==> src/rtl/uft_pkg.sv <==
package uft_pkg;
  localparam int REG_W   = 32;
  localparam int TOG_BIT = 31;
  localparam int SF_BIT  = 2;

  typedef enum logic [1:0] {
    PS_IDLE     = 2'd0,
    PS_WAIT_SOF = 2'd1,
    PS_REQ      = 2'd2
  } pub_state_t;
endpackage

==> src/rtl/uft_interval_reg.sv <==
module uft_interval_reg #(
  parameter int REM_W = 14
) (
  input  logic             clk,
  input  logic             rst,
  input  logic             wr,
  input  logic             wtog,
  input  logic [REM_W-1:0] wval,
  output logic [REM_W-1:0] ivl_val,
  output logic             ivl_tog
);
  always_ff @(posedge clk) begin
    if (rst) begin
      ivl_val <= '0;
      ivl_tog <= 1'b0;
    end else if (wr) begin
      ivl_val <= wval;
      ivl_tog <= wtog;
    end
  end
endmodule

==> src/rtl/uft_frame_counter.sv <==
module uft_frame_counter #(
  parameter int REM_W = 14,
  parameter int FN_W  = 16
) (
  input  logic             clk,
  input  logic             rst,
  input  logic             oper,
  input  logic             bit_tick,
  input  logic [REM_W-1:0] ivl_val,
  input  logic             ivl_tog,
  output logic [REM_W-1:0] rem,
  output logic             rem_tog,
  output logic [FN_W-1:0]  fnum,
  output logic             bnd,
  output logic             pulse
);
  localparam logic [REM_W-1:0] REM_ONE = {{(REM_W-1){1'b0}}, 1'b1};
  localparam logic [FN_W-1:0]  FN_ONE  = {{(FN_W-1){1'b0}}, 1'b1};

  logic oper_q;
  logic entry;
  logic run_tick;
  logic reload;

  always_comb begin
    entry    = oper && !oper_q;
    run_tick = oper && oper_q && bit_tick;
    reload   = run_tick && (rem == '0);
    bnd      = entry || reload;
  end

  always_ff @(posedge clk) begin
    if (rst) begin
      oper_q  <= 1'b0;
      rem     <= '0;
      rem_tog <= 1'b0;
      fnum    <= '0;
      pulse   <= 1'b0;
    end else begin
      oper_q <= oper;
      pulse  <= bnd;
      if (entry) begin
        rem  <= ivl_val;
        fnum <= fnum + FN_ONE;
      end else if (reload) begin
        rem     <= ivl_val;
        rem_tog <= ivl_tog;
        fnum    <= fnum + FN_ONE;
      end else if (run_tick) begin
        rem <= rem - REM_ONE;
      end
    end
  end
endmodule

==> src/rtl/uft_publish_seq.sv <==
module uft_publish_seq
  import uft_pkg::*;
#(
  parameter int FN_W = 16
) (
  input  logic            clk,
  input  logic            rst,
  input  logic            oper,
  input  logic            bnd,
  input  logic [FN_W-1:0] fnum,
  input  logic            sof_sent,
  input  logic            mem_ack,
  output logic            mem_req,
  output logic [FN_W-1:0] mem_data,
  output logic            fetch_ok,
  output logic            sof_set
);
  pub_state_t st;
  logic       pend;

  assign sof_set = (st == PS_REQ) && mem_ack;

  always_ff @(posedge clk) begin
    if (rst) begin
      st       <= PS_IDLE;
      pend     <= 1'b0;
      mem_req  <= 1'b0;
      mem_data <= '0;
      fetch_ok <= 1'b0;
    end else begin
      case (st)
        PS_IDLE: begin
          if (bnd) begin
            st       <= PS_WAIT_SOF;
            fetch_ok <= 1'b0;
          end
        end
        PS_WAIT_SOF: begin
          if (bnd) begin
            fetch_ok <= 1'b0;
          end else if (!oper) begin
            st <= PS_IDLE;
          end else if (sof_sent) begin
            st       <= PS_REQ;
            mem_req  <= 1'b1;
            mem_data <= fnum;
          end
        end
        PS_REQ: begin
          if (mem_ack) begin
            mem_req  <= 1'b0;
            pend     <= 1'b0;
            fetch_ok <= !(pend || bnd);
            st       <= (pend || bnd) ? PS_WAIT_SOF : PS_IDLE;
          end else if (bnd) begin
            pend <= 1'b1;
          end
        end
        default: st <= PS_IDLE;
      endcase
    end
  end
endmodule

==> src/rtl/uft_status_flag.sv <==
module uft_status_flag (
  input  logic clk,
  input  logic rst,
  input  logic set,
  input  logic clr_wr,
  input  logic clr_bit,
  output logic flag
);
  always_ff @(posedge clk) begin
    if (rst)                    flag <= 1'b0;
    else if (set)               flag <= 1'b1;
    else if (clr_wr && clr_bit) flag <= 1'b0;
  end
endmodule

==> src/rtl/usb_frame_timer.sv <==
module usb_frame_timer
  import uft_pkg::*;
#(
  parameter int REM_W = 14,
  parameter int FN_W  = 16
) (
  input  logic               clk,
  input  logic               rst,
  input  logic               oper_i,
  input  logic               bit_tick,
  input  logic               ivl_wr,
  input  logic               ivl_wtog,
  input  logic [REM_W-1:0]   ivl_wval,
  input  logic               sof_sent,
  input  logic               mem_ack,
  input  logic               sts_wr,
  input  logic               sts_wbit,
  output logic [REG_W-1:0]   ivl_rd,
  output logic [REG_W-1:0]   rem_rd,
  output logic [REG_W-1:0]   fnum_rd,
  output logic [REG_W-1:0]   sts_rd,
  output logic               frame_pulse,
  output logic               mem_req,
  output logic [FN_W-1:0]    mem_data,
  output logic               fetch_ok
);
  logic [REM_W-1:0] ivl_val;
  logic             ivl_tog;
  logic [REM_W-1:0] rem;
  logic             rem_tog;
  logic [FN_W-1:0]  fnum;
  logic             bnd;
  logic             sof_set;
  logic             sf_flag;

  uft_interval_reg #(.REM_W(REM_W)) u_ivl (
    .clk(clk), .rst(rst), .wr(ivl_wr), .wtog(ivl_wtog), .wval(ivl_wval),
    .ivl_val(ivl_val), .ivl_tog(ivl_tog)
  );

  uft_frame_counter #(.REM_W(REM_W), .FN_W(FN_W)) u_cnt (
    .clk(clk), .rst(rst), .oper(oper_i), .bit_tick(bit_tick),
    .ivl_val(ivl_val), .ivl_tog(ivl_tog),
    .rem(rem), .rem_tog(rem_tog), .fnum(fnum), .bnd(bnd), .pulse(frame_pulse)
  );

  uft_publish_seq #(.FN_W(FN_W)) u_pub (
    .clk(clk), .rst(rst), .oper(oper_i), .bnd(bnd), .fnum(fnum),
    .sof_sent(sof_sent), .mem_ack(mem_ack),
    .mem_req(mem_req), .mem_data(mem_data), .fetch_ok(fetch_ok), .sof_set(sof_set)
  );

  uft_status_flag u_sts (
    .clk(clk), .rst(rst), .set(sof_set), .clr_wr(sts_wr), .clr_bit(sts_wbit),
    .flag(sf_flag)
  );

  always_comb begin
    ivl_rd                 = '0;
    ivl_rd[REM_W-1:0]      = ivl_val;
    ivl_rd[TOG_BIT]        = ivl_tog;
    rem_rd                 = '0;
    rem_rd[REM_W-1:0]      = rem;
    rem_rd[TOG_BIT]        = rem_tog;
    fnum_rd                = '0;
    fnum_rd[FN_W-1:0]      = fnum;
    sts_rd                 = '0;
    sts_rd[SF_BIT]         = sf_flag;
  end
endmodule

==> config.mk <==
export PLATFORM = sky130hd
export DESIGN_NAME = usb_frame_timer
export DESIGN_NICKNAME = d
export VERILOG_FILES = /design/src/rtl/uft_pkg.sv /design/src/rtl/uft_interval_reg.sv /design/src/rtl/uft_frame_counter.sv /design/src/rtl/uft_publish_seq.sv /design/src/rtl/uft_status_flag.sv /design/src/rtl/usb_frame_timer.sv
export SDC_FILE = /design/constraint.sdc
export NUM_CORES = 1
export LEC_CHECK = 0
export ABC_AREA = 1
export BUFFER_PORTS_ARGS = -buffer_cell sky130_fd_sc_hd__buf_2
export CAP_MARGIN = 20
export CORE_MARGIN = 2
export CORE_UTILIZATION = 48
export DETAILED_ROUTE_END_ITERATION = 12
export GPL_TIMING_DRIVEN = 0
export PLACE_DENSITY_LB_ADDON = 0.2
export SLEW_MARGIN = 20
export SYNTH_ARGS = -nofsm -noshare
export SYNTH_HDL_FRONTEND = slang
export SYNTH_SLANG_ARGS = --single-unit
==> constraint.sdc <==
create_clock -name clk -period 1.8 [get_ports clk]
set_input_delay 0.45 -clock clk [delete_from_list [all_inputs] [get_ports clk]]
set_output_delay 0.45 -clock clk [all_outputs]
set_load 0.02 [all_outputs]
==> results.py, run 1 <==
metrics = {
    "power": {
        "power_density_nw_per_um2": 750,
        "finalPower_mw": 3.85,
        "leakagePower_nw": 2.65,
        "ir_drop_v": 0.000390,
    },
    "logic_synthesis": {
        "synthTopCellsByCount": "nand2_1, buf_4, dfxtp_1, nor2_1, a21oi_1",
        "synth_cell_type_count": 31,
        "synth_top_cells_by_area": "dfxtp_1, buf_4, nand2_1, a21oi_1, nor2_1",
        "syn_area_um2": 4030,
        "synth_edf_count": 0,
        "synth_area_leader_cell": "dfxtp_1",
        "ys_ff_latch": 70,
        "synth.avg_cell_area_um2": 7.01,
        "synth_top_area_share_pct": 34.8,
        "synth_most_common_cell": "nand2_1",
        "synth_ff_type": "dfxtp_1",
        "synthArstFlopShare_pct": 0,
        "yosysSeqAreaShare_pct": 34.8,
        "synth_warnings": 0,
        "netlist_instances": 575,
    },
    "place": {
        "post_dp_cell_area_um2": 4900,
        "post-place-ws_ns": -0.0605,
        "gp_congestion": 0.896,
        "dp_hpwl_um": 7780,
        "io_buffers": 88,
    },
    "detailed_routing": {
        "vias": 3972,
        "via_per_inst": 4.57,
        "routedWlPerCell_um": 11.6,
        "drtAntennaViolNets": 0,
        "first_pass_iters": 4,
        "drt_iter0_drc": 145,
        "drc": 0,
        "wirelength_um": 10100,
    },
    "clocking": {
        "clockBufferDepth": 2,
        "cts_buffers": 9,
        "root_buffer": "clkbuf_8",
        "cts_tree": "yes",
        "clock_latency_ns": 0.35,
        "cts_max_level": 3,
        "clkSlewWorstSetupHoldPaths_ns": 0.07,
        "clock_sinks": 70,
    },
    "timing": {
        "skew_ns": 0.00951,
        "maxSlewHeadroom_pct": 58.4,
        "fin_ws_ns": 0.112,
        "max_freq_mhz": 592,
        "finalSetupViolations": 0,
        "min_period_ns": 1.69,
        "holdWs_ns": 0.315,
        "hold_viol": 0,
        "worstMarginPinSlew_ns": 0.623,
        "period_share_pct": 93.8,
        "final-max-slew-violation-count": 0,
    },
    "grt": {
        "grt_max_degree": 12,
        "track_usage_pct": 22.7,
        "antenna_found_initial": 0,
        "grt_pass1_wl_um": 16300,
        "grt_pass1_vias": 3441,
        "grt.overflow.total": 0,
    },
    "final_layout": {
        "drive_gt1_share_pct": 28.7,
        "n_antenna_cell": 0,
        "nets": 786,
        "area_growth_pct": 27.2,
        "fin_area_um2": 5120,
    },
    "die": {
        "dieHeight_um": 95.6,
        "ios": 171,
        "coreArea_um2": 8180,
        "fp-row-count": 33,
        "die_x_um": 95.6,
        "start_util_pct": 49.3,
        "die_area_um2": 9150,
    },
    "worst_setup_path": {
        "worst_setup_path_end_kind": "flop",
        "crit_path_start_kind": "flop",
        "cp.arrival_ns": 1.96,
        "r2r_slack_ns": 0.11,
        "max_stage_delay_ns": 0.35,
        "critPathBufInv": 3,
        "crit_chain": "inv_1 > ha_1 > nand3_2 > nor2_4 > a21oi_4 > buf_12 > buf_6 > nand4_1 > a21oi_2",
        "path_delay_family": "compound AO/OA/AOI/OAI gates",
        "crit_slowest_cell": "dfxtp_2",
        "required_ns": 2.08,
        "crit_fanout": 10,
        "worstSetupPathType": "reg2reg",
    },
    "status": {
        "status": "finished clean",
    },
    "min_path": {
        "min_path_type": "in2reg",
    },
    "job": {
        "cap_viol_max_count": 0,
    },
}
through the flow:
step / setup TNS, ns / utilization [%] / instances
global route: -0.0368 / 62.7 / 869
CTS: 0 / 62.4 / 867
global placement: -0.314 / 60.0 / 848
floorplan: 0 / - / 655
finish: 0 / 62.7 / 869
detailed placement: -0.420 / 60.0 / 848
report_power, final:
part	internal, mW	switching, mW	total [mW]
registers	1.62	0.0698	1.69
clock network	0.531	0.591	1.12
logic	0.377	0.658	1.03
worst reg2reg max path: stages (launching register included):
cell and delay, ns:
dfxtp_2 0.35, inv_1 0.07, ha_1 0.22, nand3_2 0.10, nor2_4 0.06, a21oi_4 0.23
buf_12 0.15, buf_6 0.13, nand4_1 0.13, a21oi_2 0.17
area by class of cell:
type                       instances  area, µm²
buffer                           105        753
clock buffer                      12        145
clock inverter                     4       22.5
fill                             808       3050
inverter                          49        184
multi-input combinational        431       2000
sequential                        70       1400
tap                              105        131
timing repair buffer              93        490
state kept, by name, summed over array words and instances (netlist names), 2 cells and up:
name / cells
u_cnt.fnum: 16
u_pub.st: 2
u_pub.mem_data: 16
u_cnt.rem: 14
u_ivl.ivl_val: 14
timing repair:
item / CTS / global route
pin swaps: 1 / 1
hold buffers: 0 / 0
gates cloned: 0 / 0
endpoints found under the setup margin: 8 / 26
gates resized for setup: 0 / 2
buffers inserted: 3 / 2
kinds of logic (layout without fill, tap and decap cells):
logic type / Yosys count / count (layout) / synth area share, %
other: 1 / 81 / 0.0930
adders and majority gates: 3 / 3 / 0.931
buffers and inverters: 154 / 263 / 23.3
DFF: 70 / 70 / 34.8
xor gates and xnor gates: 9 / 9 / 1.96
AOI/OAI and AO/OA: 95 / 95 / 12.4
and+or+nand+nor: 243 / 243 / 26.5
metal layers:
layer	share of wire, %	up-vias	GRT usage [%]	wire (µm)
li1	-	2060	-	-
met1	41	1754	27.8	4150
met2	50	149	40.1	5100
met3	7.5	9	4.03	757
met4	1.1	0	7.26	112
met5	0	-	0	0
path summary, 6_finish.rpt:
path         depth (start not counted)               start            endpoint
min reg2reg                          2  u_pub.mem_data[11]  u_pub.mem_data[11]
max reg2reg                          9        u_cnt.rem[0]  u_pub.mem_data[10]
max                                  9        u_cnt.rem[0]  u_pub.mem_data[10]
min                                  3         ivl_wval[9]    u_ivl.ivl_val[9]
cells in the final DEF (no fill, tap or decap), types with 28 or more instances in the layout:
cell type and count:
buf_4 91, nand2_1 114, nand3_1 28, a21oi_1 53
o21ai_0 35, dfxtp_1 69, conb_1 81, buf_2 90
inv_1 45, nor2_1 63
Note: power is estimated with default switching activity, not from simulation.
==> run 2: changes to the inputs <==
--- a/config.mk
+++ b/config.mk
@@ -8,12 +8,15 @@
 export ABC_AREA = 1
 export BUFFER_PORTS_ARGS = -buffer_cell sky130_fd_sc_hd__buf_2
 export CAP_MARGIN = 20
+export CELL_PAD_IN_SITES_DETAIL_PLACEMENT = 1
+export CELL_PAD_IN_SITES_GLOBAL_PLACEMENT = 1
 export CORE_MARGIN = 2
-export CORE_UTILIZATION = 48
+export CORE_UTILIZATION = 34
 export DETAILED_ROUTE_END_ITERATION = 12
 export GPL_TIMING_DRIVEN = 0
-export PLACE_DENSITY_LB_ADDON = 0.2
+export PLACE_DENSITY_LB_ADDON = 0.1
 export SLEW_MARGIN = 20
 export SYNTH_ARGS = -nofsm -noshare
 export SYNTH_HDL_FRONTEND = slang
+export SYNTH_HIERARCHICAL = 1
 export SYNTH_SLANG_ARGS = --single-unit
==> results.py, run 2 <==
metrics = {
    "status": {
        "status": "finished clean",
    },
    "die": {
        "die_x_um": 116,
        "ios": 171,
        "fp-row-count": 40,
        "start_util_pct": 35.2,
        "coreArea_um2": 12100,
        "die_area_um2": 13400,
        "dieHeight_um": 116,
    },
    "worst_setup_path": {
        "crit_chain": "inv_6 > ha_4 > nand2_2 > nor2_4 > nand3_4 > nand2_8 > buf_12 > inv_2 > nand4_4 > clkinv_4 > buf_8 > nor2_1 > nor2_1",
        "crit_top_cell": "nor2_1",
        "crit_slowest_cell": "dfxtp_4",
        "crit_path_start_kind": "flop",
        "reg2reg_depth": 13,
        "crit_fanout": 10,
        "worst_setup_path_end_kind": "flop",
        "cp.arrival_ns": 1.96,
        "max_stage_delay_ns": 0.35,
        "worstSetupPathType": "reg2reg",
        "r2r_slack_ns": 0.08,
        "required_ns": 2.03,
    },
    "detailed_routing": {
        "via_per_inst": 4.25,
        "routedWlPerCell_um": 12.2,
        "vias": 4128,
        "drc": 0,
        "drtAntennaViolNets": 0,
        "first_pass_iters": 4,
        "drt_iter0_drc": 134,
        "wirelength_um": 11900,
    },
    "timing": {
        "setup-tns-final_ns": 0,
        "worstMarginPinSlew_ns": 0.623,
        "max_freq_mhz": 580,
        "period_share_pct": 95.8,
        "maxSlewHeadroom_pct": 58.5,
        "finalSetupViolations": 0,
        "hold_viol": 0,
        "fin_ws_ns": 0.0751,
        "holdWs_ns": 0.393,
        "rsz0062_at_grt": "true",
        "skew_ns": 0.00756,
        "min_period_ns": 1.72,
        "final-max-slew-violation-count": 0,
    },
    "job": {
        "cap_viol_max_count": 0,
    },
    "place": {
        "gp_congestion": 0.893,
        "io_buffers": 88,
        "dp_hpwl_um": 9330,
        "post-place-ws_ns": -0.401,
        "dp.cells": 947,
    },
    "clocking": {
        "cts_tree": "yes",
        "clkSlewWorstSetupHoldPaths_ns": 0.06,
        "clockBufferDepth": 2,
        "clock_sinks": 70,
        "postCtsHoldBufs": 0,
        "cts_max_level": 3,
        "root_buffer": "clkbuf_16",
        "cts_buffers": 9,
        "clock_latency_ns": 0.34,
    },
    "final_layout": {
        "multi_input_area_um2": 2160,
        "n_antenna_cell": 0,
        "fin_cells": 972,
        "reg_top3": "u_cnt/fnum x16, u_pub/mem_data x16",
        "nets": 826,
        "layout_commonest_cell": "nand2_1",
        "area_growth_pct": 32.8,
        "seq_area_um2": 1410,
        "drive_gt1_share_pct": 34.2,
        "n_fill_cell": 1667,
        "final_cell_mix": "nand2_1, nor2_1, buf_4",
    },
    "grt": {
        "grt_pass1_vias": 4024,
        "grt_max_degree": 12,
        "grt.overflow.total": 0,
        "antenna_found_initial": 0,
        "grt_pass1_wl_um": 18800,
        "track_usage_pct": 17.9,
    },
    "logic_synthesis": {
        "synth_edf_count": 0,
        "synthArstFlopShare_pct": 0,
        "synth_ff_type": "dfxtp_1",
        "synth_top_area_share_pct": 32.9,
        "synth_cell_type_count": 38,
        "synth_warnings": 6,
        "synth_top_cells_by_area": "dfxtp_1, buf_4, nand2_1, nor2_1, inv_1",
        "ys_ff_latch": 70,
        "synthTopCellsByCount": "nand2_1, nor2_1, buf_4, dfxtp_1, inv_1",
        "synth.avg_cell_area_um2": 6.98,
        "synth_most_common_cell": "nand2_1",
        "synth_area_leader_cell": "dfxtp_1",
        "yosysSeqAreaShare_pct": 32.9,
        "netlist_instances": 611,
        "syn_area_um2": 4260,
    },
    "min_path": {
        "hold-path-cell-count": 4,
        "min_path_type": "in2reg",
    },
    "power": {
        "power_density_nw_per_um2": 825,
        "ir_drop_v": 0.000571,
        "finalPower_mw": 4.67,
        "leakagePower_nw": 3.00,
    },
}
## run 2: changes by cell type in the layout (fill, tap and decap cells not counted), moves of 10 or more
| cell | delta |
|---|---|
| a21oi_1 | -31 |
| nor2_1 | +38 |
| clkbuf_1 | -10 |
| a21oi_2 | +10 |
| nor2_2 | +10 |
| clkbuf_16 | +10 |
| o21ai_0 | -16 |
| o21ai_1 | +10 |
| nand4_1 | -15 |
## run 2: kinds of logic after synthesis
logic type	after synthesis	synth area share, %
adder cells (fa/ha/maj)	2	0.587
XOR/XNOR	8	1.64
buffers and inverters	164	24.6
AND/OR/NAND/NOR	296	30.4
AO/OA/AOI/OAI	70	9.86
flip-flops	70	32.9
other	1	0.0880
## run 2: worst paths after layout
kind                       from            endpoint
hold reg to reg   u_cnt/rem_tog       u_cnt/rem_tog
setup reg to reg   u_cnt/rem[0]  u_pub/mem_data[15]
hold / removal         sts_wbit          u_sts/flag
setup / recovery   u_cnt/rem[0]  u_pub/mem_data[15]
## run 2: worst max-delay path, delay by kind of cell (launching register included)
kind	cells	cell delay (ns)
adders and majority gates	1	0.14
buffers and inverters	5	0.45
and+or+nand+nor	7	0.68
DFF	1	0.35
## run 2: what timing repair did
action | 4_1_cts | 5_1_grt
pin swaps | 3 | 3
endpoints found under the setup margin | 18 | 22
gates resized for setup | 0 | 15
buffers inserted | 8 | 2
## run 2: layer usage
metal	GRT usage, %	wire length (µm)
met1	19.1	4810
met2	33.6	6180
met3	5.70	735
met4	5.63	165
met5	0	0
## run 2: power breakdown
group	switching [mW]	internal (mW)	total [mW]	leakage, nW
clock	0.661	1.12	1.78	0.149
sequential	0.0876	1.64	1.73	0.576
combinational	0.718	0.445	1.16	2.27
## run 2: through the flow
stage | instance area [µm²] | util, %
finish | 5660 | 46.7
global route | 5660 | 46.7
CTS | 5610 | 46.3
detailed placement | 5250 | 43.3
global placement | 5250 | 43.3
floorplan | 4600 | -
## run 2: layout make-up
type                       instances  area share [%]
sequential                        70            25.0
timing repair buffer              98            9.11
inverter                          63            4.40
tap                              168            3.71
clock buffer                      13            5.15
buffer                           101            14.3
clock inverter                     2           0.221
multi-input combinational        457            38.2
==> run 3: changes to the inputs <==
--- a/config.mk
+++ b/config.mk
@@ -6,7 +6,7 @@
 export NUM_CORES = 1
 export LEC_CHECK = 0
 export ABC_AREA = 1
-export BUFFER_PORTS_ARGS = -buffer_cell sky130_fd_sc_hd__buf_2
+export BUFFER_PORTS_ARGS = -buffer_cell sky130_fd_sc_hd__clkbuf_2
 export CAP_MARGIN = 20
 export CELL_PAD_IN_SITES_DETAIL_PLACEMENT = 1
 export CELL_PAD_IN_SITES_GLOBAL_PLACEMENT = 1
@@ -15,6 +15,7 @@
 export DETAILED_ROUTE_END_ITERATION = 12
 export GPL_TIMING_DRIVEN = 0
 export PLACE_DENSITY_LB_ADDON = 0.1
+export RECOVER_POWER = 50
 export SLEW_MARGIN = 20
 export SYNTH_ARGS = -nofsm -noshare
 export SYNTH_HDL_FRONTEND = slang
==> results.py, run 3 (synthesis results as in run 2) <==
metrics = {
    "detailed_routing": {
        "drt_iter0_drc": 149,
        "wirelength_um": 12000,
        "wl_met3_um": 625,
        "top_layer": "met4",
        "wl_met2_um": 6310,
        "drc": 0,
        "routedWlPerCell_um": 12.3,
        "drtAntennaViolNets": 0,
        "first_pass_iters": 4,
        "via_per_inst": 4.27,
        "m1WireLength_um": 4780,
        "vias": 4152,
    },
    "power": {
        "p_clk_share_pct": 41.0,
        "netSwitchingPower_mw": 1.47,
        "swShare_pct": 30.1,
        "ir_drop_v": 0.000422,
        "p_int_mw": 3.42,
        "p_seq_share_pct": 35.4,
        "power_density_nw_per_um2": 856,
        "finalPower_mw": 4.89,
        "pwr-share-comb_pct": 23.7,
        "leakagePower_nw": 2.88,
    },
    "timing": {
        "setup-tns-final_ns": 0,
        "hold_viol": 0,
        "max_freq_mhz": 574,
        "finalSetupViolations": 0,
        "period_share_pct": 96.8,
        "final-max-slew-violation-count": 0,
        "rsz0062_at_grt": "true",
        "fin_ws_ns": 0.0569,
        "maxSlewHeadroom_pct": 57.6,
        "skew_ns": 0.00825,
        "holdWs_ns": 0.401,
        "worstMarginPinSlew_ns": 0.636,
        "min_period_ns": 1.74,
    },
    "clocking": {
        "cts_tree": "yes",
        "postCtsHoldBufs": 0,
        "cts_buffers": 9,
        "root_buffer": "clkbuf_16",
        "clockBufferDepth": 2,
        "cts_max_level": 3,
        "clock_sinks": 70,
        "clkSlewWorstSetupHoldPaths_ns": 0.06,
        "clock_latency_ns": 0.33,
    },
    "die": {
        "ios": 171,
        "dieHeight_um": 116,
        "coreArea_um2": 12100,
        "die_x_um": 116,
        "die_area_um2": 13400,
        "start_util_pct": 35.2,
        "fp-row-count": 40,
    },
    "worst_setup_path": {
        "crit_chain": "inv_4 > ha_4 > nand2_4 > nor2_4 > nand3_4 > nand2_8 > buf_12 > inv_4 > nand4_4 > clkinv_4 > buf_8 > nor2_2 > nor2_1",
        "critPathBufInv": 5,
        "crit_top_cell": "inv_4",
        "cp.arrival_ns": 1.96,
        "worst_setup_path_end_kind": "flop",
        "crit_fanout": 6,
        "required_ns": 2.02,
        "crit_path_start_kind": "flop",
        "max_stage_delay_ns": 0.35,
        "path_delay_family": "simple AND/OR/NAND/NOR gates",
        "worstSetupPathType": "reg2reg",
        "crit_slowest_cell": "dfxtp_4",
    },
    "place": {
        "post-place-ws_ns": -0.410,
        "io_buffers": 88,
        "dp_hpwl_um": 9290,
        "gp_congestion": 0.901,
    },
    "final_layout": {
        "layout_commonest_cell": "nand2_1",
        "n_fill_cell": 1660,
        "final_cell_mix": "nand2_1, buf_4, nor2_1",
        "drive_gt1_share_pct": 30.6,
        "seq_area_um2": 1410,
        "reg_top3": "u_cnt/fnum x16, u_pub/mem_data x16",
        "area_growth_pct": 34.0,
        "multi_input_area_um2": 2200,
        "utilization_pct": 47.2,
        "nets": 827,
        "n_antenna_cell": 0,
    },
    "grt": {
        "grt_pass1_vias": 4017,
        "grt.overflow.total": 0,
        "grt_max_degree": 13,
        "antenna_found_initial": 0,
        "track_usage_pct": 17.5,
        "grt_pass1_wl_um": 18600,
    },
    "status": {
        "status": "finished clean",
    },
    "job": {
        "cap_viol_max_count": 0,
    },
    "min_path": {
        "min_path_type": "in2reg",
    },
}
-- run 3: worst paths after layout --
kind                  from                end  slack [ns]  depth (start not counted)
max reg2reg   u_cnt/rem[0]  u_pub/mem_data[0]        0.06                         13
min reg2reg  u_cnt/rem_tog      u_cnt/rem_tog        0.46                          2
min                 ivl_wr   u_ivl/ivl_val[5]        0.40                          3
max           u_cnt/rem[0]  u_pub/mem_data[0]        0.06                         13
-- run 3: worst min-delay path: stages --
cell    delay (ns)
buf_6         0.11
nor2_1        0.05
nor2_1        0.08
-- run 3: area by class of cell --
type | count | area share (%)
buffer | 101 | 14.1
clock buffer | 9 | 3.94
clock inverter | 6 | 1.95
inverter | 63 | 4.36
multi-input combinational | 457 | 38.5
sequential | 70 | 24.8
tap | 168 | 3.68
timing repair buffer | 99 | 8.74
-- run 3: stage by stage --
| stage | instances | instance area, µm² |
|---|---|---|
| final | 973 | 5710 |
| after global routing | 973 | 5710 |
| after CTS | 971 | 5650 |
| after detailed placement | 947 | 5250 |
| after global placement | 947 | 5250 |
| after floorplan | 691 | 4600 |
-- run 3: metal layers --
metal	GRT usage, %	vias to the layer above
met4	6.59	0
met3	4.24	24
met2	32.4	98
met1	19.2	1915
met5	0	-
li1	-	2115
-- run 3: repair_timing --
item | CTS | global route
buffers inserted | 9 | 1
resized for setup | 0 | 26
endpoints found under the setup margin | 18 | 30
cloned | 0 | 1
pin swaps | 3 | 4
-- run 3: power groups by stage --
stage	Sequential [mW]	Clock [mW]	Combinational, mW
detailed placement	1.76	0	1.12
global placement	1.75	0	1.10
floorplan	1.83	0	0.796
global route	1.74	2.13	1.28
finish	1.73	2.00	1.16
CTS	1.73	2.06	1.15
